File: config.mk
export PLATFORM = sky130hd
export DESIGN_NAME = sat_ctr_field
export DESIGN_NICKNAME = d
export VERILOG_FILES = /design/src/rtl/sat_ctr_pkg.sv /design/src/rtl/sat_ctr_arbiter.sv /design/src/rtl/sat_ctr_stepper.sv /design/src/rtl/sat_ctr_flags.sv /design/src/rtl/sat_ctr_field.sv
export SDC_FILE = /design/constraint.sdc
export NUM_CORES = 1
export LEC_CHECK = 0
export CAP_MARGIN = 10
export CORE_ASPECT_RATIO = 0.5
export CORE_MARGIN = 2
export CORE_UTILIZATION = 59
export CTS_CLUSTER_DIAMETER = 60
export DETAILED_ROUTE_END_ITERATION = 7
export PLACE_DENSITY = 0.91
export SETUP_SLACK_MARGIN = 0.2
export SYNTH_ARGS = -nofsm -noshare
export SYNTH_HDL_FRONTEND = slang
export SYNTH_SLANG_ARGS = --single-unit
export TNS_END_PERCENT = 30
File: constraint.sdc
create_clock -name clk -period 6.1 [get_ports clk]
set_input_delay 0.915 -clock clk [delete_from_list [all_inputs] [get_ports clk]]
set_output_delay 0.915 -clock clk [all_outputs]
set_load 0.01 [all_outputs]
File: src/rtl/sat_ctr_pkg.sv
package sat_ctr_pkg;

    localparam int unsigned CTR_W       = 22;
    localparam int unsigned WORD_W      = 32;
    localparam int unsigned HW_UP_STEP  = 2;
    localparam int unsigned HW_DN_STEP  = 7;
    localparam int unsigned WR_UP_STEP  = 3;
    localparam int unsigned RD_DN_STEP  = 5;
    localparam int unsigned UP_CEIL     = 90;
    localparam int unsigned DN_FLOOR    = 3;
    localparam int unsigned HIGH_MARK   = 68;
    localparam int unsigned LOW_MARK    = 6;

    typedef enum logic [2:0] {
        EV_IDLE   = 3'd0,
        EV_HW_UP  = 3'd1,
        EV_HW_DN  = 3'd2,
        EV_BUS_RD = 3'd3,
        EV_BUS_WR = 3'd4
    } ctr_event_e;

    typedef struct packed {
        logic       active;
        logic       up;
        ctr_event_e src;
    } ctr_cmd_t;

endpackage

File: src/rtl/sat_ctr_arbiter.sv
module sat_ctr_arbiter
    import sat_ctr_pkg::*;
(
    input  logic     hw_inc,
    input  logic     hw_dec,
    input  logic     sw_rd,
    input  logic     sw_wr,
    output ctr_cmd_t cmd
);
    // Fixed priority: hardware (increment before decrement), then bus read, then bus write.
    always_comb begin
        cmd = '{active: 1'b0, up: 1'b0, src: EV_IDLE};
        if (hw_inc) begin
            cmd = '{active: 1'b1, up: 1'b1, src: EV_HW_UP};
        end else if (hw_dec) begin
            cmd = '{active: 1'b1, up: 1'b0, src: EV_HW_DN};
        end else if (sw_rd) begin
            cmd = '{active: 1'b1, up: 1'b0, src: EV_BUS_RD};
        end else if (sw_wr) begin
            cmd = '{active: 1'b1, up: 1'b1, src: EV_BUS_WR};
        end
    end
endmodule

File: src/rtl/sat_ctr_stepper.sv
module sat_ctr_stepper
    import sat_ctr_pkg::*;
#(
    parameter int unsigned W        = CTR_W,
    parameter int unsigned HW_UP    = HW_UP_STEP,
    parameter int unsigned HW_DN    = HW_DN_STEP,
    parameter int unsigned WR_UP    = WR_UP_STEP,
    parameter int unsigned RD_DN    = RD_DN_STEP,
    parameter int unsigned CEIL     = UP_CEIL,
    parameter int unsigned FLOOR    = DN_FLOOR
) (
    input  logic [W-1:0] count,
    input  ctr_cmd_t     cmd,
    output logic [W-1:0] count_nxt
);
    localparam logic [W-1:0] CEIL_V  = W'(CEIL);
    localparam logic [W-1:0] FLOOR_V = W'(FLOOR);

    logic [W-1:0] step;

    function automatic logic [W-1:0] add_clamp(input logic [W-1:0] c, input logic [W-1:0] s);
        logic [W:0] t;
        t = {1'b0, c} + {1'b0, s};
        if (c >= CEIL_V)          return c;
        else if (t > {1'b0, CEIL_V}) return CEIL_V;
        else                      return t[W-1:0];
    endfunction

    function automatic logic [W-1:0] sub_clamp(input logic [W-1:0] c, input logic [W-1:0] s);
        if (c <= FLOOR_V)          return c;
        else if ((c - FLOOR_V) < s) return FLOOR_V;
        else                       return c - s;
    endfunction

    always_comb begin
        unique case (cmd.src)
            EV_HW_UP:  step = W'(HW_UP);
            EV_HW_DN:  step = W'(HW_DN);
            EV_BUS_RD: step = W'(RD_DN);
            EV_BUS_WR: step = W'(WR_UP);
            default:   step = '0;
        endcase
    end

    always_comb begin
        if (!cmd.active)  count_nxt = count;
        else if (cmd.up)  count_nxt = add_clamp(count, step);
        else              count_nxt = sub_clamp(count, step);
    end
endmodule

File: src/rtl/sat_ctr_flags.sv
module sat_ctr_flags
    import sat_ctr_pkg::*;
#(
    parameter int unsigned W    = CTR_W,
    parameter int unsigned HIGH = HIGH_MARK,
    parameter int unsigned LOW  = LOW_MARK
) (
    input  logic [W-1:0] count,
    output logic         high_band,
    output logic         low_band
);
    localparam logic [W-1:0] HIGH_V = W'(HIGH);
    localparam logic [W-1:0] LOW_V  = W'(LOW);

    always_comb begin
        high_band = (count >= HIGH_V);
        low_band  = (count <= LOW_V);
    end
endmodule

File: src/rtl/sat_ctr_field.sv
module sat_ctr_field
    import sat_ctr_pkg::*;
#(
    parameter int unsigned W      = CTR_W,
    parameter int unsigned REG_W  = WORD_W,
    parameter int unsigned HW_UP  = HW_UP_STEP,
    parameter int unsigned HW_DN  = HW_DN_STEP,
    parameter int unsigned WR_UP  = WR_UP_STEP,
    parameter int unsigned RD_DN  = RD_DN_STEP,
    parameter int unsigned CEIL   = UP_CEIL,
    parameter int unsigned FLOOR  = DN_FLOOR,
    parameter int unsigned HIGH   = HIGH_MARK,
    parameter int unsigned LOW    = LOW_MARK
) (
    input  logic             clk,
    input  logic             rst,
    input  logic             hw_inc,
    input  logic             hw_dec,
    input  logic             sw_rd,
    input  logic             sw_wr,
    output logic [REG_W-1:0] sw_rdata,
    output logic             inc_flag,
    output logic             dec_flag
);
    localparam int unsigned PAD_W = REG_W - W;

    ctr_cmd_t     cmd;
    logic [W-1:0] count_q;
    logic [W-1:0] count_nxt;

    sat_ctr_arbiter u_arb (
        .hw_inc (hw_inc),
        .hw_dec (hw_dec),
        .sw_rd  (sw_rd),
        .sw_wr  (sw_wr),
        .cmd    (cmd)
    );

    sat_ctr_stepper #(
        .W(W), .HW_UP(HW_UP), .HW_DN(HW_DN), .WR_UP(WR_UP),
        .RD_DN(RD_DN), .CEIL(CEIL), .FLOOR(FLOOR)
    ) u_step (
        .count     (count_q),
        .cmd       (cmd),
        .count_nxt (count_nxt)
    );

    sat_ctr_flags #(.W(W), .HIGH(HIGH), .LOW(LOW)) u_flags (
        .count     (count_q),
        .high_band (inc_flag),
        .low_band  (dec_flag)
    );

    always_ff @(posedge clk) begin
        if (rst) count_q <= '0;
        else     count_q <= count_nxt;
    end

    generate
        if (PAD_W > 0) begin : g_pad
            assign sw_rdata = {{PAD_W{1'b0}}, count_q};
        end else begin : g_nopad
            assign sw_rdata = count_q;
        end
    endgenerate
endmodule

==> results of run 1 <==
## cell usage after synthesis (all sizes together), types with 2 or more instances
cell,count
clkbuf,26
inv,14
o2111a,2
o41ai,3
or2,2
and3,5
a21oi,17
a211oi,6
xor2,6
nor4,8
a31oi,19
o211a,2
nand3,28
dfxtp,22
fa,2
or4,8
nand4b,4
nand2,30
nor4b,2
xnor2,7
nor3,12
a41oi,2
o21ai,15
ha,10
o31a,2
nand4,12
or3,11
a2111oi,2
a21o,3
buf,17
o21bai,2
nor2b,3
o21a,4
nand2b,8
nor2,29
## cell type report
cell class              instances  area share [%]
clock buffers                   3            1.45
inverters                      15            1.97
well taps                      54            2.37
multi-input cells             294            65.8
clock inverters                 1            1.05
flip-flops and latches         22            15.4
repair buffers                 36            11.9
## power by group
group          total [uW]  switching, uW  internal, uW  leakage, uW
clock network         147           59.1          87.9    0.0000357
logic                1400            804           593     0.000872
registers             362            167           195     0.000180
## cell families after synthesis
| family | count (synthesis) | share of synthesized area (%) |
|---|---|---|
| other cells | 1 | 0.147 |
| xor+xnor | 13 | 4.47 |
| flops | 22 | 17.3 |
| fa+ha+maj | 13 | 6.88 |
| compound gates | 91 | 25.2 |
| buf+inv | 58 | 10.3 |
| mux | 1 | 0.393 |
| simple gates | 166 | 35.3 |
## per-stage QoR
stage / total power [uW] / hold slack, ns / setup WS (ns) / util (%) / area, sq um
2_1_floorplan: 1290 / 0.562 / 2.29 / - / 2580
3_3_place_gp: 1670 / 0.580 / 1.74 / 69.0 / 2780
3_5_place_dp: 1720 / 0.593 / 1.56 / 69.0 / 2780
4_1_cts: 1870 / 0.610 / 1.85 / 70.8 / 2850
5_1_grt: 2040 / 0.644 / 1.61 / 70.9 / 2850
6_report: 1910 / 0.623 / 1.83 / 70.9 / 2850
## path summary, 6_finish.rpt
path,endpoint,start,slack [ns],depth (start not counted)
min reg2reg,count_q[19],count_q[19],0.62,2
max,count_q[2],sw_rd,1.83,10
min,count_q[19],count_q[19],0.62,2
max reg2reg,count_q[1],count_q[1],2.53,8
## per-layer routing
| metal | GRT usage, % | wire (microns) |
|---|---|---|
| met1 | 49.0 | 3310 |
| met2 | 53.1 | 3420 |
| met3 | 8.22 | 1220 |
| met4 | 10.6 | 222 |
| met5 | 0 | 0 |
## critical path: cells and delay by family
family	cells	cell delay [ns]
AND/OR/NAND/NOR	4	1.41
adder cells (fa/ha/maj)	1	0.41
AO/OA/AOI/OAI	4	1.26
buffers and inverters	1	0.45
==> reports/metrics.yaml, run 1 <==
finish:
  drive_gt1_share_pct: 5.39
  seq_area_sq_um: 440
  reg_top3: "count_q: 22 flops"
  largest_register_ffs: 22
  area_growth_pct: 12.0
  finalNonFillerCells: 425
  layout_commonest_cell: "nand2_1"
  nNetsFinal: 390
  multi_input_area_sq_um: 1880
  largest_register: "count_q"
  mostFrequentLayoutCells: "nand2_1, nor2_1, clkdlybuf4s50_1"
  fill_cells: 363
  n_antenna_cell: 0
floorplanning:
  die_w_microns: 96.9
  start_util_pct: 63.3
  die_h_microns: 50.5
  ios: 40
  core_area_sq_um: 4020
  dieArea_sq_um: 4890
  rows: 16
synth:
  syn_area_sq_um: 2550
  ys.flop_type: "dfxtp_1"
  ys_warn_count: 0
  synthCells: 365
  synth_top_area_share_pct: 17.3
  synthTopCellsByArea: "dfxtp_1, nand3_1, ha_1"
  ys_types: 63
  async_flop_share_pct: 0
  syn_area_per_cell_sq_um: 6.98
  ys_ff_latch: 22
  yosysTopAreaCell: "dfxtp_1"
  synth-edff-count: 0
  yosysSeqAreaShare_pct: 17.3
detailed_routing:
  routedWlPerCell_microns: 19.2
  drtIter0Drc: 324
  drc_errors: 0
  drtPass1Iterations: 5
  final_antenna_net_count: 0
  vias_per_cell: 6.88
  via_count: 2926
  totalWireLength_microns: 8170
timing:
  hold_viol: 0
  timing.setup.tns_ns: 0
  fin_crit_sh_pct: 70.0
  maxSlewViolCount: 0
  worst_slew_pin_slew_ns: 0.874
  min_period_ns: 4.27
  setup_viol: 0
  max_slew_margin_pct: 41.6
  max_freq_mhz: 234
  rsz0062_at_grt: "no"
  skew_ns: 0.0115
cts:
  post_cts_buffers: 0
  cts_sinks: 22
  cts_tree: "yes"
  clk_latency_ns: 0.28
  htree_levels: 1
  cts_buffers: 3
  postCtsResizedCells: 0
  root_buffer: "clkbuf_8"
  holdBufCountCts: 0
  clk_pin_slew_ns: 0.10
  clockBufferDepth: 2
place:
  port_buffers: 29
  dp.cells: 420
  gp_congestion: 0.984
  dp_hpwl_microns: 5930
critical_path:
  crit_path_start_kind: "input port"
  crit_type: "in2reg"
  cp_common_cell: "or4_1"
  path_cells: "clkdlybuf4s50_1 > o21bai_1 > ha_1 > nand2b_1 > a211oi_1 > nand4_1 > a22o_1 > or4_1 > or4_1 > o211ai_1"
  cp_max_fo: 8
  cp.required_ns: 6.30
  crit_slowest_cell: "or4_1"
  cp.arrival_ns: 4.47
  cpPeakStageDelay_ns: 0.59
  end_kind: "register"
global_route:
  grt_first_pass_wirelength_microns: 13500
  groute.usage.overall_pct: 34.8
  grt_overflow: 0
  grt_antenna_before_repair: 1
  first_global_vias: 2583
  grt_max_degree: 28
power_and_ir_drop:
  ir_worst_vdd_uv: 269
  leakagePower_uw: 0.00109
  power_density_nw_per_um2: 668
run_status:
  outcome: "complete, no violations"
job:
  cap_viol_max_count: 0
hold_path:
  min_path_type: "reg2reg"
Note: power is estimated with default switching activity, not from simulation.
==> run 2: changes to the inputs <==
CORE_UTILIZATION = 50   (was 59)
PLACE_DENSITY = 0.82   (was 0.91)
clock period = 3.65 ns   (was 6.1 ns; I/O delays follow)
==> reports/metrics.yaml, run 2 (same netlist as run 1, synthesis figures left out) <==
detailed_routing:
  drtIter0Drc: 366
  via_count: 3101
  routedWlPerCell_microns: 17.9
  totalWireLength_microns: 8680
  drtPass1Iterations: 5
  vias_per_cell: 6.41
  drc_errors: 0
  final_antenna_net_count: 0
critical_path:
  cpPeakStageDelay_ns: 0.58
  cp_max_fo: 4
  cp.required_ns: 3.86
  crit_type: "in2reg"
  cp.arrival_ns: 3.56
  r2r_slack_ns: 0.35
  end_kind: "register"
  reg2reg_depth: 7
  cp_common_cell: "or4_1"
  crit_slowest_cell: "or4_4"
  path_cells: "dlymetal6s2s_1 > inv_2 > a21oi_2 > ha_2 > fa_2 > nand2b_4 > a211oi_4 > or4_1 > a22o_1 > or4_4 > or4_1 > o211ai_1"
  crit_path_start_kind: "input port"
finish:
  area_growth_pct: 26.9
  drive_gt1_share_pct: 17.9
  largest_register: "count_q"
  largest_register_ffs: 22
  reg_top3: "count_q: 22 flops"
  layout_commonest_cell: "buf_4"
  n_antenna_cell: 0
  final_core_util_pct: 65.8
  mostFrequentLayoutCells: "buf_4, nand2_1, nor2_1, nand3_1, clkdlybuf4s50_1"
  nNetsFinal: 433
floorplanning:
  rows: 18
  dieArea_sq_um: 5710
  ios: 40
  die_w_microns: 105
  core_area_sq_um: 4910
  die_h_microns: 54.5
  start_util_pct: 51.9
cts:
  cts_tree: "yes"
  clockBufferDepth: 2
  root_buffer: "clkbuf_8"
  clk_pin_slew_ns: 0.09
  clk_latency_ns: 0.27
  cts_buffers: 3
  holdBufCountCts: 0
  cts_sinks: 22
  htree_levels: 1
power_and_ir_drop:
  internal-power_uw: 1740
  swShare_pct: 50.6
  power_density_nw_per_um2: 1090
  p_clk_share_pct: 6.7
  power_uw: 3520
  leakagePower_uw: 0.00132
  combPwrFrac_pct: 78.3
  switching_power_uw: 1780
  ir_worst_vdd_uv: 490
  power_frac_seq_pct: 15.0
place:
  gp_congestion: 0.997
  port_buffers: 29
  dp_hpwl_microns: 6470
  dpl_worst_slack_ns: -0.326
global_route:
  grt_antenna_before_repair: 0
  first_global_vias: 2913
  groute.usage.overall_pct: 30.7
  grt_overflow: 0
  grt_first_pass_wirelength_microns: 13800
  grt_max_degree: 21
timing:
  setup_viol: 0
  fin_crit_sh_pct: 91.8
  skew_ns: 0.00380
  maxSlewViolCount: 0
  min_period_ns: 3.35
  max_slew_margin_pct: 11.7
  setup_ws_ns: 0.298
  hold_viol: 0
  rsz0062_at_grt: "no"
  worst_slew_pin_slew_ns: 1.32
  max_freq_mhz: 298
job:
  cap_viol_max_count: 0
run_status:
  outcome: "complete, no violations"
hold_path:
  min_path_type: "reg2reg"
  holdPathStages: 2
run 2: cell types whose count changed in the layout (fill, tap and decap cells not counted), sizes merged:
cell	before	now
buf	6	51
clkdlybuf4s50	29	25
dlymetal6s2s	0	1
clkbuf	4	5
run 2: path summary, 6_finish.rpt:
path,startpoint,end
max,sw_wr,count_q[2]
min,count_q[19],count_q[19]
max reg2reg,count_q[16],count_q[5]
min reg2reg,count_q[19],count_q[19]
run 2: critical path, delay by kind of cell:
kind                       cells  cell delay (ns)
and+or+nand+nor                4             1.67
buffers and inverters          2             0.21
AOI/OAI and AO/OA              4             0.53
adders and majority gates      2             0.58
run 2: final cells by class:
type,instances,area (sq um)
Timing Repair Buffer,79,659
Inverter,15,56.3
Sequential cell,22,440
Multi-Input combinational cell,294,1920
Clock buffer,3,41.3
Fill cell,425,1680
Tap cell,70,87.6
Clock inverter,1,30.0
run 2: through the flow:
| step | area, sq um | hold WS [ns] | TNS, ns | instances |
|---|---|---|---|---|
| 3_3_place_gp | 3070 | 0.564 | -0.723 | 473 |
| 3_5_place_dp | 3070 | 0.588 | -1.20 | 473 |
| 2_1_floorplan | 2580 | 0.562 | 0 | 374 |
| 5_1_grt | 3230 | 0.650 | 0 | 484 |
| 6_report | 3230 | 0.601 | 0 | 484 |
| 4_1_cts | 3190 | 0.601 | 0 | 481 |
run 2: routing by layer:
layer / routed length (microns) / track usage, % / up-vias
li1: - / - / 1428
met1: 3640 / 38.5 / 1435
met2: 3720 / 52.8 / 208
met3: 1050 / 6.07 / 30
met4: 263 / 14.7 / 0
met5: 0 / 0 / -
run 2: power by group through the flow:
stage	registers (uW)	logic, uW	clock network (uW)
6_report	527	2760	237
5_1_grt	541	2960	250
4_1_cts	518	2630	242
3_5_place_dp	523	2530	0
3_3_place_gp	515	2440	0
2_1_floorplan	447	1700	0
run 2: timing repair:
action	CTS	global route
buffers inserted	4	3
setup endpoints to repair	5	7
pin swaps	3	10
gates resized for setup	8	16
